$ cat src/rtl/pst_pkg.sv
package pst_pkg;
  localparam int ADDR_W    = 20;
  localparam int DATA_W    = 8;
  localparam int NUM_CHIPS = 6;
  localparam int NUM_REGS  = 9;
  localparam int CHIP_W    = $clog2(NUM_CHIPS);
  localparam int REG_W     = $clog2(NUM_REGS);

  typedef enum logic [1:0] {ADR_CTRL, ADR_TEST, ADR_VEC} addrSel_e;
  typedef enum logic [1:0] {WD_ZERO, WD_PAT, WD_BUMP} wdSel_e;

  // strobes from control to datapath
  typedef struct packed {
    addrSel_e addrSel;
    wdSel_e   wdSel;
    logic     clrAll;
    logic     incReg;
    logic     clrReg;
    logic     incChip;
    logic     clrChip;
    logic     incPat;
    logic     capFail;
    logic     failInP2;
    logic     incPass;
    logic     runDelay;
  } pstCtl_t;

  function automatic logic [ADDR_W-1:0] chipBase(input logic [CHIP_W-1:0] idx);
    case (idx)
      3'd0:    return 20'h21000;
      3'd1:    return 20'h41000;
      3'd2:    return 20'h51000;
      3'd3:    return 20'h61000;
      3'd4:    return 20'h49000;
      default: return 20'h59000;
    endcase
  endfunction

  // vectors at 0x02..0x04, timer constants at 0x16..0x1B
  function automatic logic [7:0] testOffset(input logic [REG_W-1:0] idx);
    if (idx < 4'd3) return 8'h02 + 8'(idx);
    return 8'h13 + 8'(idx);
  endfunction
endpackage

$ cat src/rtl/pst_datapath.sv
module pst_datapath import pst_pkg::*; #(
  parameter int PASS_W        = 16,
  parameter int RESTART_DELAY = 255
) (
  input  logic               clk,
  input  logic               rstN,
  input  pstCtl_t            ctl,
  input  logic [DATA_W-1:0]  busRdata,
  output logic [ADDR_W-1:0]  busAddr,
  output logic [DATA_W-1:0]  busWdata,
  output logic               lastReg,
  output logic               lastChip,
  output logic               lastPat,
  output logic               mismatch,
  output logic               delayDone,
  output logic [PASS_W-1:0]  passCount,
  output logic               heartbeat,
  output logic               failFlag,
  output logic [CHIP_W-1:0]  failChip,
  output logic [7:0]         failOffset,
  output logic [1:0]         failPhase,
  output logic [DATA_W-1:0]  failExpected,
  output logic [DATA_W-1:0]  failActual
);
  localparam int DLY_W = $clog2(RESTART_DELAY + 1);

  logic [DATA_W-1:0] pattern;
  logic [CHIP_W-1:0] chipIdx;
  logic [REG_W-1:0]  regIdx;
  logic [DLY_W-1:0]  delayCnt;
  logic [7:0]        curOffset;

  always_comb begin
    unique case (ctl.addrSel)
      ADR_CTRL: curOffset = 8'h00;
      ADR_VEC:  curOffset = 8'h02;
      default:  curOffset = testOffset(regIdx);
    endcase
    unique case (ctl.wdSel)
      WD_ZERO: busWdata = '0;
      WD_BUMP: busWdata = pattern + 1'b1;
      default: busWdata = pattern;
    endcase
  end

  assign busAddr   = chipBase(chipIdx) + {{(ADDR_W-8){1'b0}}, curOffset};
  assign lastReg   = (regIdx == REG_W'(NUM_REGS - 1));
  assign lastChip  = (chipIdx == CHIP_W'(NUM_CHIPS - 1));
  assign lastPat   = (pattern == '1);
  assign mismatch  = (busRdata != pattern);
  assign delayDone = (delayCnt == DLY_W'(RESTART_DELAY - 1));

  always_ff @(posedge clk or negedge rstN) begin
    if (!rstN) begin
      pattern <= '0; chipIdx <= '0; regIdx <= '0; delayCnt <= '0;
      passCount <= '0; heartbeat <= 1'b0; failFlag <= 1'b0;
      failChip <= '0; failOffset <= '0; failPhase <= '0;
      failExpected <= '0; failActual <= '0;
    end else begin
      heartbeat <= ctl.incPass;
      if (ctl.clrAll) begin
        pattern <= '0; chipIdx <= '0; regIdx <= '0; delayCnt <= '0;
        passCount <= '0; failFlag <= 1'b0;
        failChip <= '0; failOffset <= '0; failPhase <= '0;
        failExpected <= '0; failActual <= '0;
      end else begin
        if (ctl.clrReg)       regIdx <= '0;
        else if (ctl.incReg)  regIdx <= regIdx + 1'b1;
        if (ctl.clrChip)      chipIdx <= '0;
        else if (ctl.incChip) chipIdx <= chipIdx + 1'b1;
        if (ctl.incPat)       pattern <= pattern + 1'b1;
        if (ctl.incPass)      passCount <= passCount + 1'b1;
        if (ctl.capFail) begin
          failFlag     <= 1'b1;
          failChip     <= chipIdx;
          failOffset   <= curOffset;
          failPhase    <= ctl.failInP2 ? 2'd2 : 2'd1;
          failExpected <= pattern;
          failActual   <= busRdata;
          delayCnt     <= '0;
        end else if (ctl.runDelay) begin
          delayCnt <= delayCnt + 1'b1;
        end
      end
    end
  end
endmodule

$ cat src/rtl/pst_control.sv
module pst_control import pst_pkg::*; (
  input  logic    clk,
  input  logic    rstN,
  input  logic    start,
  input  logic    busReady,
  input  logic    lastReg,
  input  logic    lastChip,
  input  logic    lastPat,
  input  logic    mismatch,
  input  logic    delayDone,
  output logic    busWr,
  output logic    busRd,
  output pstCtl_t ctl
);
  typedef enum logic [2:0] {
    ST_IDLE, ST_CTRL, ST_WR, ST_RD, ST_CLR2, ST_RD2, ST_WR2, ST_HOLD
  } state_e;

  state_e state, nextState;
  logic   wrReq, rdReq;

  always_ff @(posedge clk or negedge rstN) begin
    if (!rstN) state <= ST_IDLE;
    else       state <= nextState;
  end

  always_comb begin
    nextState   = state;
    ctl         = '0;
    ctl.addrSel = ADR_TEST;
    ctl.wdSel   = WD_PAT;
    wrReq       = 1'b0;
    rdReq       = 1'b0;
    unique case (state)
      ST_IDLE: ;
      ST_CTRL: begin
        wrReq = 1'b1; ctl.addrSel = ADR_CTRL; ctl.wdSel = WD_ZERO;
        if (busReady) nextState = ST_WR;
      end
      ST_WR: begin
        wrReq = 1'b1;
        if (busReady) nextState = ST_RD;
      end
      ST_RD: begin
        rdReq = 1'b1;
        if (busReady) begin
          if (mismatch) begin
            ctl.capFail = 1'b1; nextState = ST_HOLD;
          end else if (!lastReg) begin
            ctl.incReg = 1'b1; nextState = ST_WR;
          end else begin
            ctl.clrReg = 1'b1; nextState = ST_CTRL;
            if (!lastChip) ctl.incChip = 1'b1;
            else begin
              ctl.clrChip = 1'b1; ctl.incPat = 1'b1;
              if (lastPat) nextState = ST_CLR2;
            end
          end
        end
      end
      ST_CLR2: begin
        wrReq = 1'b1; ctl.addrSel = ADR_VEC; ctl.wdSel = WD_ZERO;
        if (busReady) begin
          if (lastChip) begin ctl.clrChip = 1'b1; nextState = ST_RD2; end
          else ctl.incChip = 1'b1;
        end
      end
      ST_RD2: begin
        rdReq = 1'b1; ctl.addrSel = ADR_VEC;
        if (busReady) begin
          if (mismatch) begin
            ctl.capFail = 1'b1; ctl.failInP2 = 1'b1; nextState = ST_HOLD;
          end else nextState = ST_WR2;
        end
      end
      ST_WR2: begin
        wrReq = 1'b1; ctl.addrSel = ADR_VEC; ctl.wdSel = WD_BUMP;
        if (busReady) begin
          nextState = ST_RD2;
          if (!lastChip) ctl.incChip = 1'b1;
          else begin
            ctl.clrChip = 1'b1; ctl.incPat = 1'b1;
            if (lastPat) begin ctl.incPass = 1'b1; nextState = ST_CTRL; end
          end
        end
      end
      ST_HOLD: begin
        ctl.runDelay = 1'b1;
        if (delayDone) begin ctl.clrAll = 1'b1; nextState = ST_CTRL; end
      end
      default: nextState = ST_IDLE;
    endcase
    if (start) begin
      ctl        = '0;
      ctl.clrAll = 1'b1;
      nextState  = ST_CTRL;
    end
  end

  assign busWr = wrReq && !start;
  assign busRd = rdReq && !start;
endmodule

$ cat src/rtl/periph_selftest.sv
module periph_selftest import pst_pkg::*; #(
  parameter int PASS_W        = 16,
  parameter int RESTART_DELAY = 255
) (
  input  logic              clk,
  input  logic              rstN,
  input  logic              start,
  output logic [ADDR_W-1:0] busAddr,
  output logic [DATA_W-1:0] busWdata,
  output logic              busWr,
  output logic              busRd,
  input  logic [DATA_W-1:0] busRdata,
  input  logic              busReady,
  output logic [PASS_W-1:0] passCount,
  output logic              heartbeat,
  output logic              failFlag,
  output logic [CHIP_W-1:0] failChip,
  output logic [7:0]        failOffset,
  output logic [1:0]        failPhase,
  output logic [DATA_W-1:0] failExpected,
  output logic [DATA_W-1:0] failActual
);
  pstCtl_t ctl;
  logic lastReg, lastChip, lastPat, mismatch, delayDone;

  pst_control ctrl_i (
    .clk, .rstN, .start, .busReady,
    .lastReg, .lastChip, .lastPat, .mismatch, .delayDone,
    .busWr, .busRd, .ctl
  );

  pst_datapath #(.PASS_W(PASS_W), .RESTART_DELAY(RESTART_DELAY)) dp_i (
    .clk, .rstN, .ctl, .busRdata, .busAddr, .busWdata,
    .lastReg, .lastChip, .lastPat, .mismatch, .delayDone,
    .passCount, .heartbeat, .failFlag, .failChip, .failOffset,
    .failPhase, .failExpected, .failActual
  );
endmodule

$ cat config.mk
export PLATFORM = sky130hd
export DESIGN_NAME = periph_selftest
export DESIGN_NICKNAME = d
export VERILOG_FILES = /design/src/rtl/pst_pkg.sv /design/src/rtl/pst_datapath.sv /design/src/rtl/pst_control.sv /design/src/rtl/periph_selftest.sv
export SDC_FILE = /design/constraint.sdc
export NUM_CORES = 1
export LEC_CHECK = 0
export ABC_AREA = 1
export ABC_CLOCK_PERIOD_IN_PS = 2300
export CAP_MARGIN = 20
export CORE_ASPECT_RATIO = 1.5
export CORE_MARGIN = 4
export CORE_UTILIZATION = 47
export CTS_CLUSTER_SIZE = 14
export DETAILED_ROUTE_END_ITERATION = 8
export PLACE_DENSITY = 0.77
export SYNTH_ARGS = -nofsm -noshare
export SYNTH_HDL_FRONTEND = slang
export SYNTH_HIERARCHICAL = 1
export SYNTH_SLANG_ARGS = --single-unit
export TNS_END_PERCENT = 20
$ cat constraint.sdc
create_clock -name clk -period 2.3 [get_ports clk]
set_input_delay 0.575 -clock clk [delete_from_list [all_inputs] [get_ports clk]]
set_output_delay 0.575 -clock clk [all_outputs]
set_load 0.01 [all_outputs]
== Word-level counts from Yosys, hierarchy flattened ==
Cells that the tools add are included.

* Register bits after elaboration: 73
* Input bits: 12
* Output and inout port bits: 77
* Logic and storage cells: 146

* Add/sub/neg operators: 8
* Order comparisons: 1
* Eq/ne operators: 26
* Muxes and demuxes: 79
* Reduce and logical (&&, ||, !) cells: 19

{| class="wikitable"
|+ Operators with widths
! kind !! count
|-
| 8-bit two-way mux || 13
|-
| 19-bit one-hot mux with 5 select lines || 1
|-
| 3-bit two-way mux || 21
|-
| 16-bit two-way mux || 2
|-
| 8-bit one-hot mux with 2 select lines || 2
|-
| 3-bit one-hot mux with 7 select lines || 1
|-
| 19-bit by 8-bit adder with 20-bit output || 1
|-
| 1-bit two-way mux || 19
|-
| 3-bit equality test, second input constant || 6
|-
| 3-bit inequality test, second input constant || 6
|-
| 16-bit by 1-bit adder with 16-bit output, second input constant || 1
|-
| 8-bit by 1-bit adder with 8-bit output, second input constant || 2
|-
| 8-bit equality test, second input constant || 2
|-
| 2-bit two-way mux || 8
|-
| 4-bit two-way mux || 4
|-
| 14-bit two-way mux || 1
|-
| 3-bit by 2-bit equality test with 1-bit output, second input constant || 4
|-
| 9-bit AND reduction || 1
|-
| 3-bit nonzero test || 3
|-
| 8-bit inequality test || 1
|-
| 2-bit one-hot mux with 2 select lines || 2
|-
| 8-bit nonzero test || 1
|-
| 5-bit by 4-bit adder with 6-bit output, first input constant || 1
|-
| 3-bit by 1-bit equality test with 1-bit output, second input constant || 2
|-
| 19 further kinds || 28
|}

== Longest topological paths before layout ==
* Depth in word-level cells: 14
* Mapped depth: 15
* Gate-level depth less buffers: 14

== Hierarchy ==
The synthesis kept the hierarchy.

{| class="wikitable"
|+ By module, submodules not included
! module !! times used !! cells each !! area each (um2) !! sequential area each (um2)
|-
| pst_datapath || 1 || 457 || 3732.3 || 1701.6
|-
| pst_control || 1 || 88 || 493.0 || 75.1
|}

== Worst setup path before layout ==
No wires, ideal clock.

* Path kind: flip-flop to flip-flop
* Start point: register dp_i.delayCnt[0]
* End point: register dp_i.passCount[7]
* Library setup time: 0.122 ns
* Arrival time: 2.049 ns
* Required time: 2.178 ns
* Slack: 0.129 ns
* Cell stages (with the launch flop): 12
* Buffers on the path: 2
* Clock period less this slack: 2.171 ns
* Cell sequence: dfrtp_1 inv_1 ha_1 nand3_1 nor2_1 inv_1 o31ai_1 buf_4 inv_2 buf_4 nand4_1 o21ai_1

{| class="wikitable"
|+ RTL lines
! element !! RTL line !! text
|-
| start, declared || pst_datapath.sv:30 || <nowiki>logic [DLY_W-1:0] delayCnt;</nowiki>
|-
| start signal, assigned || pst_datapath.sv:82 || <nowiki>delayCnt <= delayCnt + 1'b1;</nowiki>
|-
| end signal, assigned || pst_datapath.sv:72 || <nowiki>if (ctl.incPass) passCount <= passCount + 1'b1;</nowiki>
|-
| end, declared || pst_datapath.sv:16 || <nowiki>output logic [PASS_W-1:0] passCount,</nowiki>
|}

==> flow_summary.yaml <==
sta:
  finalHoldViolCount: 0
  post-route-min-period_ns: 2.44
  fmax_ghz: 0.410
  setup-violations-final: 14
  tns_ns: -0.775
  setup_slack_ns: -0.137
  finClkSkew_ns: 0.00733
  drv_slew: 0
  rsz0062_at_grt: "yes"
  post-route-period-util: 1.06
hold_path:
  hold_class: "input pin to asynchronous set/reset pin"
placed_design:
  dp.cells: 786
  gp_congestion: 0.946
  io_buffer_count: 76
  post-place-ws_ns: -0.682
  placed_area_um2: 5530
  hpwl_um: 8770
cts:
  cts_root_buf: "clkbuf_16"
  holdBufCountCts: 0
  cts_made_buffers: 9
  cts_max_path_buffers: 2
  clkLatencyLatePin_ns: 0.34
  cts_tree: "done"
  clkSinkCount: 71
  cts_max_level: 3
  cts.reportedPaths.clkPinSlew_ns: 0.06
synthesis:
  synth.distinct_cells: 41
  synth_edf_count: 0
  yosys_warnings: 6
  synth_flop_cell: "dfrtp_1"
  avgSynthCellArea_um2: 7.75
  synth_top_family_by_area: "simple AND/OR/NAND/NOR gates"
  synth_compound_area_frac: 0.150
  synthArstFlopShare: 1.00
  muxShareOfSynthArea: 0
  synth-adder-area-share: 0.0444
  synthSimpleGateAreaFrac: 0.261
  synth-seq-area-share: 0.420
  synth-seq-cells: 71
  synth_cells: 545
  synth-xor-area-share: 0.0145
  syn_area_um2: 4230
die:
  core_area_um2: 8780
  num_rows: 42
  die_width_um: 85.4
  ios: 89
  die-height_um: 124
  dieArea_um2: 10600
  initial_core_util: 0.481
status:
  violations: "negative setup slack"
  status: "finished with violations"
detailed_routing:
  dr.max_layer_used: "met4"
  post_drt_wl_per_cell_um: 16.2
  drtIter0Drc: 196
  met2WireLength_um: 7280
  wl_met3_um: 618
  ant_nets: 0
  drt-pass1-iter-count: 5
  wl_met1_um: 4980
  vias: 4527
  drc: 0
  viasPerCell: 5.46
  wirelength_um: 13400
finish:
  area_growth_pct: 49.9
  multi_input_area_um2: 2350
  final_cells: 829
  drive_above_1_share: 0.335
  layout.area.seq_um2: 1780
  final_cell_area_um2: 6330
  diodes: 0
  fin_nets: 741
  fillerInstances: 638
power_and_ir_drop:
  vdd_drop_max_uv: 553
  p_leak_nw: 3.09
  p_per_area_nw_per_um2: 650
critical_path:
  critPathKind: "register to primary output"
  r2r_slack_ns: -0.04
  required_ns: 1.73
  worst-path-max-fanout: 4
  end_kind: "primary output"
  arrival_ns: 1.86
  start_kind: "register"
global_route:
  grt_pass1_wl_um: 19800
  antenna_found_initial: 0
  track_usage: 0.235
  grt_pass1_vias: 4358
  grt_max_degree: 72
  grt_overflow_total: 0
job:
  drv_cap: 0
## Yosys cell counts, types with 3 or more instances
cell type,number,area share
buf_2,3,0.0036
ha_1,15,0.044
nor3_1,11,0.013
xor2_1,5,0.010
nor2_4,5,0.013
o21ai_1,4,0.0047
nor2_2,6,0.0089
o21ai_0,36,0.043
nand2_2,6,0.0089
inv_2,4,0.0036
a21oi_1,31,0.037
a22o_1,5,0.010
nand2_1,115,0.10
nand3_1,27,0.032
buf_4,16,0.028
o22ai_1,10,0.015
dfrtp_1,71,0.42
o21ai_2,11,0.023
inv_1,73,0.065
nand4_1,12,0.018
nor2_1,50,0.044
## path summary, 6_finish.rpt
| kind | startpoint | endpoint | cells after the start |
|---|---|---|---|
| worst min-delay path | rstN | dp_i/failOffset[3] | 2 |
| max in group asynchronous | rstN | ctrl_i/state[2] | 2 |
| min in group clk | dp_i/failChip[0] | dp_i/failChip[0] | 2 |
| worst max register to register | dp_i/pattern[4] | dp_i/pattern[0] | 13 |
| worst min register to register | dp_i/failChip[0] | dp_i/failChip[0] | 2 |
| worst max-delay path | ctrl_i/state[0] | busWdata[5] | 10 |
## per-layer routing
metal / global-route usage / vias up
li1: - / 2097
met1: 0.244 / 2234
met2: 0.429 / 153
met3: 0.0437 / 43
met4: 0.149 / 0
met5: 0 / -
## registers in the layout (all words and copies together), names as in the netlist
| signal | cells |
|---|---|
| dp_i/passCount | 16 |
| dp_i/regIdx | 4 |
| dp_i/failActual | 8 |
| dp_i/failPhase | 2 |
| dp_i/delayCnt | 8 |
| dp_i/failOffset | 6 |
| dp_i/failChip | 3 |
| ctrl_i/state | 3 |
| dp_i/failFlag | 1 |
| dp_i/heartbeat | 1 |
| dp_i/failExpected | 8 |
| dp_i/pattern | 8 |
| dp_i/chipIdx | 3 |
## kinds of logic (layout without fill, tap and decap cells)
logic type	Yosys count	in the layout
adder cells (fa/ha/maj)	15	15
other	2	12
flip-flops	71	71
AO/OA/AOI/OAI	107	107
AND/OR/NAND/NOR	243	243
XOR/XNOR	7	7
buffers and inverters	100	264
## cell usage in the layout (no fill, tap or decap), types with 8 or more instances in the layout
cell type	n
o21ai_2	14
nor3_1	8
nand2_2	11
o21ai_1	9
a21oi_1	22
nand4_1	12
o21ai_0	27
dfrtp_1	66
nor2_4	8
o22ai_2	8
a21oi_2	9
nand3_1	20
conb_1	12
buf_4	86
clkdlybuf4s50_1	46
nor2_1	39
nor2_2	14
inv_1	61
inv_2	15
clkbuf_16	9
nand3_2	9
dlymetal6s2s_1	10
nand2_1	108
buf_2	14
ha_1	10
## critical path, cell delays in order, from the launching register on
cell	delay, ns
dfrtp_2	0.43
inv_2	0.09
nand2_4	0.07
buf_6	0.13
nor3_4	0.16
nand2_2	0.11
buf_6	0.14
inv_4	0.05
nand3_2	0.09
o21ai_2	0.09
buf_2	0.14
## report_power, final
part | internal (mW) | leakage (nW) | switching (mW) | total [mW]
clock | 0.848 | 0.147 | 0.568 | 1.42
sequential | 1.31 | 0.976 | 0.0630 | 1.38
combinational | 0.569 | 1.97 | 0.758 | 1.33
total | 2.73 | 3.09 | 1.39 | 4.12
## final cells by class
type / instances / share of cell area
clock buffers: 10 / 0.0362
clock inverters: 6 / 0.0111
inverters: 77 / 0.0460
multi-input cells: 384 / 0.372
flip-flops and latches: 71 / 0.282
well taps: 110 / 0.0217
repair buffers: 171 / 0.232
## timing repair
action	CTS	global route
setup buffers	12	15
resized for setup	80	102
setup endpoints to repair	51	84
pin swaps	7	21
## metrics by stage
stage               power, mW  hold WS, ns  utilization
floorplan                1.95        0.279            -
global placement         2.44        0.462        0.630
detailed placement       2.46        0.474        0.630
CTS                      3.95        0.282        0.680
global route             4.29        0.293        0.722
finish                   4.12        0.243        0.722
No activity file was read; power rests on OpenSTA's default activity.
